[src/rtl/srx_pkg.sv]
package srx_pkg;
  localparam int DATA_W = 8;
  localparam int NFLAG  = 3;
  localparam int FL_OVR = 0;
  localparam int FL_FRM = 1;
  localparam int FL_PAR = 2;

  typedef struct packed {
    logic              perr;
    logic              ferr;
    logic [DATA_W-1:0] data;
  } srx_entry_t;
endpackage

[src/rtl/srx_deser.sv]
module srx_deser #(
  parameter int OSR = 16,
  parameter int DW  = 8
) (
  input  logic          clk,
  input  logic          rst_n,
  input  logic          line_in,
  input  logic          os_tick,
  input  logic          par_en,
  input  logic          par_odd,
  output logic          frm_vld,
  output logic [DW-1:0] frm_data,
  output logic          frm_ferr,
  output logic          frm_perr
);
  localparam int CW  = $clog2(OSR);
  localparam int BW  = $clog2(DW + 1);
  localparam logic [CW-1:0] MID  = CW'(OSR / 2 - 1);
  localparam logic [CW-1:0] LAST = CW'(OSR - 1);
  localparam logic [BW-1:0] TOPB = BW'(DW - 1);

  typedef enum logic [2:0] {S_IDLE, S_START, S_DATA, S_PAR, S_STOP, S_WAITHI} rx_st_t;

  rx_st_t        st;
  logic [1:0]    sync_q;
  logic          line;
  logic [CW-1:0] tcnt;
  logic [BW-1:0] bcnt;
  logic [DW-1:0] shreg;
  logic          par_bit;
  logic          par_used;
  logic          at_end;

  assign line   = sync_q[1];
  assign at_end = os_tick && (tcnt == LAST);

  always_ff @(posedge clk or negedge rst_n) begin
    if (!rst_n) sync_q <= 2'b11;
    else        sync_q <= {sync_q[0], line_in};
  end

  always_ff @(posedge clk or negedge rst_n) begin
    if (!rst_n) begin
      st       <= S_IDLE;
      tcnt     <= '0;
      bcnt     <= '0;
      shreg    <= '0;
      par_bit  <= 1'b0;
      par_used <= 1'b0;
      frm_vld  <= 1'b0;
      frm_data <= '0;
      frm_ferr <= 1'b0;
      frm_perr <= 1'b0;
    end else begin
      frm_vld <= 1'b0;
      if (os_tick && st != S_IDLE && st != S_WAITHI && !at_end && !(st == S_START && tcnt == MID))
        tcnt <= tcnt + 1'b1;
      case (st)
        S_IDLE: begin
          if (!line) begin
            st   <= S_START;
            tcnt <= '0;
          end
        end
        S_START: begin
          if (os_tick && tcnt == MID) begin
            if (!line) begin
              st   <= S_DATA;
              tcnt <= '0;
              bcnt <= '0;
            end else begin
              st <= S_IDLE;
            end
          end
        end
        S_DATA: begin
          if (at_end) begin
            tcnt  <= '0;
            shreg <= {line, shreg[DW-1:1]};
            if (bcnt == TOPB) begin
              par_used <= par_en;
              st       <= par_en ? S_PAR : S_STOP;
            end else begin
              bcnt <= bcnt + 1'b1;
            end
          end
        end
        S_PAR: begin
          if (at_end) begin
            tcnt    <= '0;
            par_bit <= line;
            st      <= S_STOP;
          end
        end
        S_STOP: begin
          if (at_end) begin
            tcnt     <= '0;
            frm_vld  <= 1'b1;
            frm_data <= shreg;
            frm_ferr <= !line;
            frm_perr <= par_used && (par_bit != ((^shreg) ^ par_odd));
            st       <= line ? S_IDLE : S_WAITHI;
          end
        end
        S_WAITHI: begin
          if (line) st <= S_IDLE;
        end
        default: st <= S_IDLE;
      endcase
    end
  end

  AST_SINGLE_PULSE: assert property (@(posedge clk) disable iff (!rst_n)
    frm_vld |=> !frm_vld);
  AST_FERR_WAITS_HIGH: assert property (@(posedge clk) disable iff (!rst_n)
    (frm_vld && frm_ferr) |-> (st == S_WAITHI));
  AST_NO_START_FROM_LOW: assert property (@(posedge clk) disable iff (!rst_n)
    (st == S_WAITHI && !line) |=> (st == S_WAITHI));
endmodule

[src/rtl/srx_fifo.sv]
module srx_fifo
  import srx_pkg::*;
#(
  parameter int DEPTH = 8
) (
  input  logic       clk,
  input  logic       rst_n,
  input  logic       push,
  input  srx_entry_t push_ent,
  output logic       out_valid,
  input  logic       out_ready,
  output srx_entry_t out_ent,
  output logic       ovr_evt
);
  localparam int AW   = (DEPTH > 1) ? $clog2(DEPTH) : 1;
  localparam int CNTW = $clog2(DEPTH + 1);
  localparam logic [AW-1:0]   LASTP = AW'(DEPTH - 1);
  localparam logic [CNTW-1:0] FULLC = CNTW'(DEPTH);

  srx_entry_t      mem [DEPTH];
  logic [AW-1:0]   wp, rp;
  logic [CNTW-1:0] cnt;
  logic            full, pop, evict, grow;

  assign full      = (cnt == FULLC);
  assign out_valid = (cnt != '0);
  assign pop       = out_valid && out_ready;
  assign evict     = push && full && !pop;
  assign grow      = push && !full;
  assign out_ent   = mem[rp];

  function automatic logic [AW-1:0] nxt(input logic [AW-1:0] p);
    return (p == LASTP) ? '0 : p + 1'b1;
  endfunction

  always_ff @(posedge clk) begin
    if (push) mem[wp] <= push_ent;
  end

  always_ff @(posedge clk or negedge rst_n) begin
    if (!rst_n) begin
      wp      <= '0;
      rp      <= '0;
      cnt     <= '0;
      ovr_evt <= 1'b0;
    end else begin
      ovr_evt <= evict;
      if (push)         wp <= nxt(wp);
      if (pop || evict) rp <= nxt(rp);
      if (grow && !pop)      cnt <= cnt + 1'b1;
      else if (pop && !push) cnt <= cnt - 1'b1;
    end
  end

  AST_COUNT_BOUND: assert property (@(posedge clk) disable iff (!rst_n)
    cnt <= FULLC);
  AST_HOLD_HEAD: assert property (@(posedge clk) disable iff (!rst_n)
    (out_valid && !out_ready && !push) |=> (out_valid && $stable(out_ent)));
  AST_OVR_REPORTED: assert property (@(posedge clk) disable iff (!rst_n)
    (push && full && !out_ready) |=> (ovr_evt && full));
endmodule

[src/rtl/srx_status.sv]
module srx_status #(
  parameter int NF = 3
) (
  input  logic          clk,
  input  logic          rst_n,
  input  logic [NF-1:0] set_ev,
  input  logic          clr_stb,
  input  logic [NF-1:0] clr_bits,
  input  logic [NF-1:0] irq_en,
  output logic [NF-1:0] flags,
  output logic          irq
);
  for (genvar i = 0; i < NF; i++) begin : g_flag
    always_ff @(posedge clk or negedge rst_n) begin
      if (!rst_n)                      flags[i] <= 1'b0;
      else if (set_ev[i])              flags[i] <= 1'b1;
      else if (clr_stb && clr_bits[i]) flags[i] <= 1'b0;
    end

    AST_STICKY: assert property (@(posedge clk) disable iff (!rst_n)
      (flags[i] && !(clr_stb && clr_bits[i])) |=> flags[i]);
    AST_SET_WINS: assert property (@(posedge clk) disable iff (!rst_n)
      set_ev[i] |=> flags[i]);
  end

  assign irq = |(flags & irq_en);
endmodule

[src/rtl/srx_checked.sv]
module srx_checked
  import srx_pkg::*;
#(
  parameter int OSR   = 16,
  parameter int DEPTH = 8
) (
  input  logic              clk,
  input  logic              rst_n,
  input  logic              rxd,
  input  logic              os_tick,
  input  logic              par_en,
  input  logic              par_odd,
  output logic              rd_valid,
  input  logic              rd_ready,
  output logic [DATA_W-1:0] rd_data,
  output logic              rd_ferr,
  output logic              rd_perr,
  input  logic              clr_stb,
  input  logic [NFLAG-1:0]  clr_bits,
  input  logic [NFLAG-1:0]  irq_en,
  output logic [NFLAG-1:0]  err_flags,
  output logic              irq
);
  logic              frm_vld, frm_ferr, frm_perr, ovr_evt;
  logic [DATA_W-1:0] frm_data;
  srx_entry_t        in_ent, head;
  logic [NFLAG-1:0]  set_ev;

  srx_deser #(.OSR(OSR), .DW(DATA_W)) u_deser (
    .clk(clk), .rst_n(rst_n), .line_in(rxd), .os_tick(os_tick),
    .par_en(par_en), .par_odd(par_odd),
    .frm_vld(frm_vld), .frm_data(frm_data), .frm_ferr(frm_ferr), .frm_perr(frm_perr)
  );

  assign in_ent = '{perr: frm_perr, ferr: frm_ferr, data: frm_data};

  srx_fifo #(.DEPTH(DEPTH)) u_fifo (
    .clk(clk), .rst_n(rst_n), .push(frm_vld), .push_ent(in_ent),
    .out_valid(rd_valid), .out_ready(rd_ready), .out_ent(head), .ovr_evt(ovr_evt)
  );

  assign rd_data = head.data;
  assign rd_ferr = head.ferr;
  assign rd_perr = head.perr;

  always_comb begin
    set_ev         = '0;
    set_ev[FL_OVR] = ovr_evt;
    set_ev[FL_FRM] = frm_vld && frm_ferr;
    set_ev[FL_PAR] = frm_vld && frm_perr;
  end

  srx_status #(.NF(NFLAG)) u_status (
    .clk(clk), .rst_n(rst_n), .set_ev(set_ev), .clr_stb(clr_stb),
    .clr_bits(clr_bits), .irq_en(irq_en), .flags(err_flags), .irq(irq)
  );
endmodule

[config.mk]
export PLATFORM = sky130hd
export DESIGN_NAME = srx_checked
export DESIGN_NICKNAME = d
export VERILOG_FILES = /design/src/rtl/srx_pkg.sv /design/src/rtl/srx_deser.sv /design/src/rtl/srx_fifo.sv /design/src/rtl/srx_status.sv /design/src/rtl/srx_checked.sv
export SDC_FILE = /design/constraint.sdc
export NUM_CORES = 1
export LEC_CHECK = 0
export CAP_MARGIN = 10
export CELL_PAD_IN_SITES_DETAIL_PLACEMENT = 2
export CELL_PAD_IN_SITES_GLOBAL_PLACEMENT = 2
export CORE_MARGIN = 10
export CORE_UTILIZATION = 40
export CTS_CLUSTER_DIAMETER = 200
export CTS_CLUSTER_SIZE = 10
export DETAILED_ROUTE_END_ITERATION = 7
export GPL_TIMING_DRIVEN = 1
export PLACE_DENSITY_LB_ADDON = 0.1
export REMOVE_ABC_BUFFERS = 1
export SETUP_SLACK_MARGIN = 0.15
export SKIP_LAST_GASP = 1
export SLEW_MARGIN = 20
export SYNTH_ARGS = -nofsm -noshare
export SYNTH_HDL_FRONTEND = slang
export SYNTH_SLANG_ARGS = --single-unit
[constraint.sdc]
create_clock -name clk -period 2.55 [get_ports clk]
set_input_delay 0.51 -clock clk [delete_from_list [all_inputs] [get_ports clk]]
set_output_delay 0.51 -clock clk [all_outputs]
set_load 0.005 [all_outputs]
## Yosys cells after proc, flatten, opt, wreduce, memory -nomap -nowiden

Memory sizes are Yosys's and may differ from the RTL's.
Index checks and enable logic that the tools add are counted.

| storage, ports and cells | value |
|---|---|
| memories kept | 1 |
| memory bits (writable) | 80 |
| latch bits | 0 |
| output and inout port bits | 15 |
| input bits | 14 |
| bits in read-only memories | 0 |
| bits in registers | 48 |

| operators by class | value |
|---|---|
| equal/unequal tests | 22 |
| reductions and logical operators | 43 |
| magnitude comparators | 0 |
| muxes and demuxes | 35 |
| div/mod/pow operators | 0 |
| shift operators | 0 |
| multiply operators | 0 |
| bitwise operators | 2 |
| $add $sub $neg | 6 |

Memory list:

| memory | depth | bits a word | read ports | clocked after Yosys merged registers in | write ports | line | text |
|---|---|---|---|---|---|---|---|
| u_fifo.mem | 8 | 10 | 1 | 0 | 1 | srx_fifo.sv:20 | `srx_entry_t mem [DEPTH];` |

Operators by type and width:

| cell | count |
|---|---|
| $mux 4 | 10 |
| $mux 3 | 11 |
| $logic_and 1x1->1 | 19 |
| $pmux 3 s6 | 1 |
| $add 4x1->4 const B | 3 |
| $eq 3x3->1 const B | 4 |
| $pmux 4 s3 | 1 |
| $mux 1 | 10 |
| $ne 2x1->1 const B | 5 |
| $reduce_bool 2->1 | 5 |
| $eq 4x3->1 const B | 2 |
| $eq 4x4->1 const B | 2 |
| $ne 2x2->1 const B | 4 |
| $pmux 4 s2 | 1 |
| $reduce_xor 8->1 | 1 |
| $reduce_and 7->1 | 1 |
| $add 3x1->3 const B | 2 |
| $eq 3x2->1 const B | 2 |
| $logic_not 1->1 | 6 |
| $reduce_and 2->1 | 3 |
| $reduce_or 3->1 | 2 |
| $reduce_and 5->1 | 1 |
| $reduce_bool 4->1 | 1 |
| $sub 4x1->4 const B | 1 |
| other kinds (10) | 10 |

## Longest topological paths before layout

Gate-level depths: netlist (run 1).

| logic depth | value |
|---|---|
| depth in word-level cells | 9 |
| gate-level depth with buffers | 8 |

## Modules after synthesis

Synthesis (run 1) repeated with hierarchy kept, for this count alone.

| unflattened totals | value |
|---|---|
| cell total of the unflattened synthesis | 351 |
| area total of the unflattened synthesis | 5566.6 um^2 |

By module, submodules not included:

| module | sequential area each (um^2) | area each (um^2) | times used | cells an instance |
|---|---|---|---|---|
| srx_fifo | 2677.6 | 3716.1 | 1 | 189 |
| srx_deser | 853.3 | 1714.1 | 1 | 149 |
| srx_status | 75.1 | 123.9 | 1 | 11 |
| srx_checked | 0.0 | 12.5 | 1 | 2 |

## Worst setup path before layout (run 1)

Ideal clock, no wire load.

| timing path | value |
|---|---|
| kind | register -> register |
| start point | register u_fifo.cnt[0] |
| end point | register u_fifo.cnt[3] |
| stages on the path, launching flop included | 9 |
| arrival time | 2.332 ns |
| setup slack | 0.079 ns |
| path buffers | 0 |
| cell sequence | dfrtp_1 > or4_1 > o21ai_1 > nand2_1 > ha_1 > a21o_1 > a21oi_1 > mux2i_1 > o221ai_1 |

| on the way | value |
|---|---|
| longest elaborated chain between the ends | 5 |
| elaborated cells on any way between the ends | 13 |

RTL lines:

| element | line | text |
|---|---|---|
| start, declared | srx_fifo.sv:22 | `logic [CNTW-1:0] cnt;` |
| start signal, assigned | srx_fifo.sv:50 | `if (grow && !pop) cnt <= cnt + 1'b1;` |
| start signal, assigned | srx_fifo.sv:51 | `else if (pop && !push) cnt <= cnt - 1'b1;` |
| $reduce_bool 4->1 * | srx_fifo.sv:26 | `assign out_valid = (cnt != '0);` |
| named net rd_valid | srx_checked.sv:13 | `output logic rd_valid,` |
| $logic_and 1x1->1 * | srx_fifo.sv:27 | `assign pop = out_valid && out_ready;` |
| $logic_not 1->1 | srx_fifo.sv:50 |  |
| $logic_and 1x1->1 | srx_fifo.sv:50 |  |
| $mux 4 or $reduce_bool 2->1 (tied branches) | -- |  |

Mark *: on every way through the listed nets, which the timed path passes. The rest lies on a longest branch. The select of a mux whose other input is x is not followed.
A chain may end at the register's enable or synchronous reset.

## Final worst setup path (run 1)

| timing path | value |
|---|---|
| start point | register u_fifo.rp[0] |
| end point | output rd_data[5] |

| on the way | value |
|---|---|
| longest elaborated chain between the ends | 1 |

RTL lines:

| element | line | text |
|---|---|---|
| start, declared | srx_fifo.sv:21 | `logic [AW-1:0] wp, rp;` |
| start signal, assigned | srx_fifo.sv:49 | `if (pop \|\| evict) rp <= nxt(rp);` |
| $mem_v2 8x10 | -- |  |
| end, declared | srx_checked.sv:15 | `output logic [DATA_W-1:0] rd_data,` |

No other way between the ends.

==> impl_metrics.yaml, run 1 <==
critical_path:
  cp_max_fo: 4
  crit_chain: "buf_6, buf_16, buf_8, mux4_2, mux2_4, buf_6"
  critPathBufInv: 4
  path_class: "reg -> out"
  critical_path.slowest_cell: "mux4_2"
  cp.required_ns: 2.04
  r2r-start: "u_fifo.cnt[1]"
  start_kind: "register"
  cp.arrival_ns: 2.08
  crit_top_cell: "buf_6"
  cp-end-kind: "output port"
  cp-startpoint: "u_fifo.rp[0]"
  cp_slowest_stage_delay_ns: 0.50
  r2r_setup_slack_ns: 0.26
  critical_path.top_delay_family: "multiplexers"
cts:
  cts_sinks: 128
  htreeDepth: 4
  cts-root-buf: "clkbuf_16"
  clkLatencyLatePin_ns: 0.43
  cts_tree: "yes"
  numCtsBuffers: 17
  path_clk_slew_ns: 0.06
  cts_buffer_depth: 2
floorplanning:
  pin_count: 29
  core_um2: 13400
  die_h_um: 137.7
  rows: 42
  die_w_um: 137.7
  initial_core_util: 0.4138
  dieArea_um2: 18970
timing:
  worst_slack_ns: -0.03785
  rsz0062_at_grt: "true"
  tightest_slew_ns: 0.8082
  final_max_slew_viol_count: 0
  relSlewSlack: 0.4612
  setup_viol: 6
  finalHoldViolCount: 0
  fin_skew_ns: 0.009432
  finalCritPeriodShare: 1.015
  max_freq_ghz: 0.3864
  fin_crit_ns: 2.588
drt:
  vias: 3241
  drcViolationCount: 0
  antenna_left: 0
  routedWlPerCell_um: 22.45
  drt_first_pass_iters: 4
  vias_per_cell: 5.296
  wirelength_um: 13740
  drt_iter0_drc: 154
yosys:
  synth_mux_area_frac: 0.1399
  synth-simple-area-share: 0.08687
  synth_edf_count: 80
  ys_ff_latch: 128
  synth.distinct_cells: 58
  synthAdderAreaFrac: 0.02166
  syn-cell-area_um2: 5545
  synth.avg_cell_area_um2: 15.75
  syn_inst: 352
  async_flop_share: 0.3750
  ys_dominant_reg_cell: "edfxtp_1"
  ys_seq_area_frac: 0.6503
  synth_top_family_by_area: "multiplexers"
  ys.warnings.count: 0
  synth_xor_area_frac: 0.01986
  synth_compound_area_frac: 0.06385
pwr:
  p_switching_mw: 1.929
  p_total_mw: 7.295
  seq_power_share: 0.343
  cell_internal_pwr_mw: 5.366
  clkPwrFrac: 0.358
  p_per_area_nw_per_um2: 1036
  leakage_nw: 2.700
  p_sw_frac: 0.2644
  ir_worst_vdd_mv: 0.5111
  power_frac_comb: 0.299
finish:
  antenna_cells: 0
  n_fill_cell: 1219
  final_cells: 612
  syn_to_final_growth_pct: 26.94
  nets: 446
  drive_gt1_frac: 0.3188
placement:
  place_ws_ns: -0.03220
  dp_hpwl_um: 8484
  placed_cells: 567
  port_buffers: 28
  place_congestion: 0.7503
global_route:
  grt_antenna_before_repair: 0
  grt_pass1_vias: 3707
  grt_pass1_wl_um: 21800
  grt_use_total: 0.1556
  grt_max_degree: 27
  gr-total-overflow: 0
min_path:
  hp-class: "in -> async"
status:
  status: "complete, but fails checks"
  failed_checks: "setup timing"
flow_run:
  maxCapViolCount: 0
[metrics by stage]
step	hold slack, ns	cell area (um^2)	TNS (ns)	utilization
6_report	0.09321	7039	-0.1590	0.5253
4_1_cts	0.09536	6958	-0.03262	0.5192
5_1_grt	0.1089	7039	-0.7172	0.5253
2_1_floorplan	0.2144	5474	0	-
3_5_place_dp	0.3500	6172	-0.03220	0.4606
3_3_place_gp	0.3465	6172	0	0.4606
[what timing repair did]
item,in CTS,in global routing
gates cloned,2,0
gates resized for setup,58,12
hold buffers,0,0
buffers inserted,8,3
setup endpoints to repair,12,12
pin swaps,1,2
hold endpoints to repair,0,0
[kinds of logic (layout without fill, tap and decap cells)]
group | Yosys count | in the layout
adders and majority gates | 9 | 9
DFF | 128 | 128
buffers and inverters | 18 | 102
AOI/OAI and AO/OA | 43 | 43
muxes | 49 | 49
and+or+nand+nor | 94 | 94
xor gates and xnor gates | 11 | 11
[state kept, by name, indices dropped and copies added (netlist names)]
register / cells
u_fifo.mem: 80
u_deser.frm_data: 8
u_deser.shreg: 8
u_deser.bcnt: 4
u_deser.tcnt: 4
u_fifo.cnt: 4
u_deser.st: 3
u_fifo.rp: 3
u_fifo.wp: 3
u_status.flags: 3
u_deser.sync_q: 2
u_deser.frm_ferr: 1
u_deser.frm_perr: 1
u_deser.frm_vld: 1
u_deser.par_bit: 1
u_deser.par_used: 1
u_fifo.ovr_evt: 1
[Yosys cell counts, types with 3 or more instances]
master    number  area share
nand2_1       38       0.026
dfrtp_1       46        0.21
nor2b_1        3      0.0034
mux4_2        20       0.081
edfxtp_1      80        0.43
clkbuf_1       4      0.0027
a221oi_1       4      0.0063
o21ai_0        9      0.0081
o31ai_1        3      0.0041
a21o_1         5      0.0068
xnor2_1        7       0.011
buf_6          3      0.0061
ha_1           8       0.018
nor3_1         4      0.0036
inv_1          7      0.0047
buf_2          3      0.0027
nor2_1        18       0.012
nand2b_1       6      0.0068
a32o_1         3      0.0054
xor2_1         3      0.0047
mux2_2        26       0.053
nand3_1        4      0.0036
[routing by layer]
metal  track usage  part of all wire  vias up
met2        0.2813              0.55       48
met3       0.04115             0.034       17
met4       0.04925             0.012        0
li1              -                 -     1498
met5             0                 0        -
met1        0.1742              0.41     1678
[worst paths after layout]
kind | endpoint | cells after the start
min in group clk | u_deser.sync_q[1] | 0
max | rd_data[5] | 6
min reg2reg | u_deser.sync_q[1] | 0
max reg2reg | u_fifo.cnt[3] | 8
max in group asynchronous | u_fifo.wp[0] | 2
min | u_fifo.cnt[3] | 1
[worst reg2reg max path, stage by stage, from the launching register on]
cell and delay, ns:
dfrtp_1 0.37, or4_4 0.58, o21ai_4 0.09, nand2_2 0.08, ha_1 0.29, a21o_1 0.19, a211o_1 0.30, o211ai_1 0.10
o221ai_1 0.15
[power by group through the flow]
stage	logic (mW)	clock network (mW)	registers, mW
final	2.18	2.61	2.50
after CTS	2.08	2.66	2.50
after detailed placement	1.74	0	2.54
after global placement	1.68	0	2.53
after floorplan	0.963	0	2.58
after global routing	2.37	2.75	2.53
[layout by cell type (no fill, tap or decap), types with 8 or more instances in the layout]
master / instances
edfxtp_1: 80
dfrtp_1: 46
nand2_1: 37
buf_4: 25
mux4_2: 20
nor2_1: 18
mux2_2: 18
clkbuf_16: 17
clkdlybuf4s50_1: 16
buf_6: 10
o21ai_0: 9
mux2_4: 8
[layout make-up]
cell class,count,area [um^2],area share
clock buffers,19,432.9,0.06150
flip-flops and latches,128,3606,0.5123
clock inverters,13,192.7,0.02737
multi-input cells,206,1903,0.2704
well taps,176,220.2,0.03128
inverters,7,26.28,0.003733
repair buffers,63,658.1,0.09349
(Power assumes the default switching activity.)
==> inputs of run 2 (changes only) <==
- CORE_UTILIZATION: 40 -> 48
- clock period: 2.55 -> 3 ns (I/O delays scaled with it)
==> impl_metrics.yaml, run 2 (synthesized netlist as in run 1, its figures left out) <==
status:
  status: "complete, no violations"
finish:
  regMostFlops: "u_fifo.mem"
  final_common_cell: "edfxtp_1"
  largest_register_ffs: 80
  antenna_cells: 0
  syn_to_final_growth_pct: 21.41
  drive_gt1_frac: 0.2783
  reg_top3: "u_fifo.mem (80), u_deser.frm_data (8), u_deser.shreg (8)"
  final_cells: 567
  final_cell_mix: "edfxtp_1, dfrtp_1, nand2_1"
  nets: 434
critical_path:
  critPathBufInv: 2
  critical_path.slowest_cell: "mux4_2"
  path_class: "reg -> out"
  cp-end-kind: "output port"
  crit_chain: "buf_12, mux4_2, mux2_2, clkdlybuf4s50_1"
  r2r-start: "u_fifo.cnt[0]"
  critical_path.top_delay_family: "multiplexers"
  start_kind: "register"
  cp_slowest_stage_delay_ns: 0.54
  critPathCapture: "rd_data[5]"
  cp.required_ns: 2.40
  regToRegEndpoint: "u_fifo.cnt[3]"
  cp_max_fo: 13
  cp.arrival_ns: 2.28
  r2r_setup_slack_ns: 0.30
  r2r_cells: 8
  path_depth: 4
  cp-startpoint: "u_fifo.rp[0]"
cts:
  clkLatencyLatePin_ns: 0.42
  cts_buffer_depth: 2
  cts-root-buf: "clkbuf_16"
  path_clk_slew_ns: 0.06
  cts_sinks: 128
  htreeDepth: 4
  cts_tree: "yes"
  numCtsBuffers: 17
floorplanning:
  core_um2: 11370
  dieArea_um2: 16250
  die_w_um: 127.5
  pin_count: 29
  rows: 39
  initial_core_util: 0.4877
  die_h_um: 127.5
pwr:
  power_frac_comb: 0.269
  leakage_nw: 2.543
  clkPwrFrac: 0.363
  p_sw_frac: 0.2847
  p_switching_mw: 1.657
  cell_internal_pwr_mw: 4.164
  seq_power_share: 0.368
  ir_worst_vdd_mv: 0.5084
  p_per_area_nw_per_um2: 864.6
timing:
  tightest_slew_ns: 0.7193
  setup_viol: 0
  finalHoldViolCount: 0
  worst_slack_ns: 0.1152
  finalCritPeriodShare: 0.9616
  fin_crit_ns: 2.885
  max_freq_ghz: 0.3466
  relSlewSlack: 0.5154
  final_max_slew_viol_count: 0
  fin_skew_ns: 0.006783
  tns_ns: 0
  rsz0062_at_grt: "true"
min_path:
  hp-class: "in -> async"
placement:
  placed_cells: 527
  place_ws_ns: 0.1779
  dp_hpwl_um: 9377
  port_buffers: 28
  place_congestion: 0.7694
global_route:
  gr-total-overflow: 0
  grt_pass1_vias: 3869
  grt_use_total: 0.2094
  grt_pass1_wl_um: 24910
  grt_max_degree: 49
  grt_antenna_before_repair: 0
drt:
  drt_first_pass_iters: 4
  wirelength_um: 16520
  vias: 3387
  drcViolationCount: 0
  antenna_left: 0
  routedWlPerCell_um: 29.13
  drt_iter0_drc: 236
  vias_per_cell: 5.974
flow_run:
  maxCapViolCount: 0
[run 2: worst min path at each step]
stage,start,end
finish,rst_n,u_deser.frm_data[3]
global route,rst_n,u_deser.tcnt[2]
CTS,rst_n,u_deser.tcnt[2]
detailed placement,u_deser.sync_q[0],u_deser.sync_q[1]
global placement,u_deser.sync_q[0],u_deser.sync_q[1]
floorplan,rst_n,u_deser.bcnt[0]
[run 2: what timing repair did]
item / 4_1_cts / 5_1_grt
setup buffers: 1 / 7
hold buffers: 0 / 0
resized for setup: 8 / 4
setup endpoints to repair: 10 / 10
[run 2: worst register-to-register path, stage by stage, from the launching register on]
cell and delay [ns]:
dfrtp_1 0.45, or4_1 0.62, o21ai_1 0.18, nand2_1 0.18
ha_1 0.36, a21o_1 0.21, a21oi_2 0.21, mux2i_1 0.22
o221ai_1 0.13
[run 2: cell type report]
type | count | area (um^2)
clock buffer | 17 | 425.4
tap | 143 | 178.9
inverter | 7 | 26.28
clock inverter | 15 | 170.2
timing repair buffer | 51 | 479.2
fill | 958 | 4637
sequential | 128 | 3607
multi-input combinational | 206 | 1846
[run 2: per-layer routing]
layer  vias up  GRT usage  share of wire
met5         -          0              0
met3        18    0.04797          0.037
met2        83     0.3699           0.55
met4         0    0.07770          0.014
met1      1808     0.2421           0.40
li1       1478          -              -
[run 2: metrics by stage]
stage               hold slack (ns)  area (um^2)  total power, mW  utilization
floorplan                    0.3044         5474            3.014            -
global placement             0.3459         6041            3.497       0.5313
detailed placement           0.3484         6041            3.582       0.5313
CTS                          0.3045         6669            5.816       0.5866
global route                 0.3385         6733            6.091       0.5922
finish                       0.2894         6733            5.821       0.5922
[run 2: power by group through the flow]
stage / logic (mW) / registers [mW] / clock network, mW
after floorplan: 0.818 / 2.20 / 0
after global placement: 1.34 / 2.15 / 0
after detailed placement: 1.42 / 2.17 / 0
after global routing: 1.71 / 2.16 / 2.22
after CTS: 1.52 / 2.14 / 2.15
final: 1.57 / 2.14 / 2.11
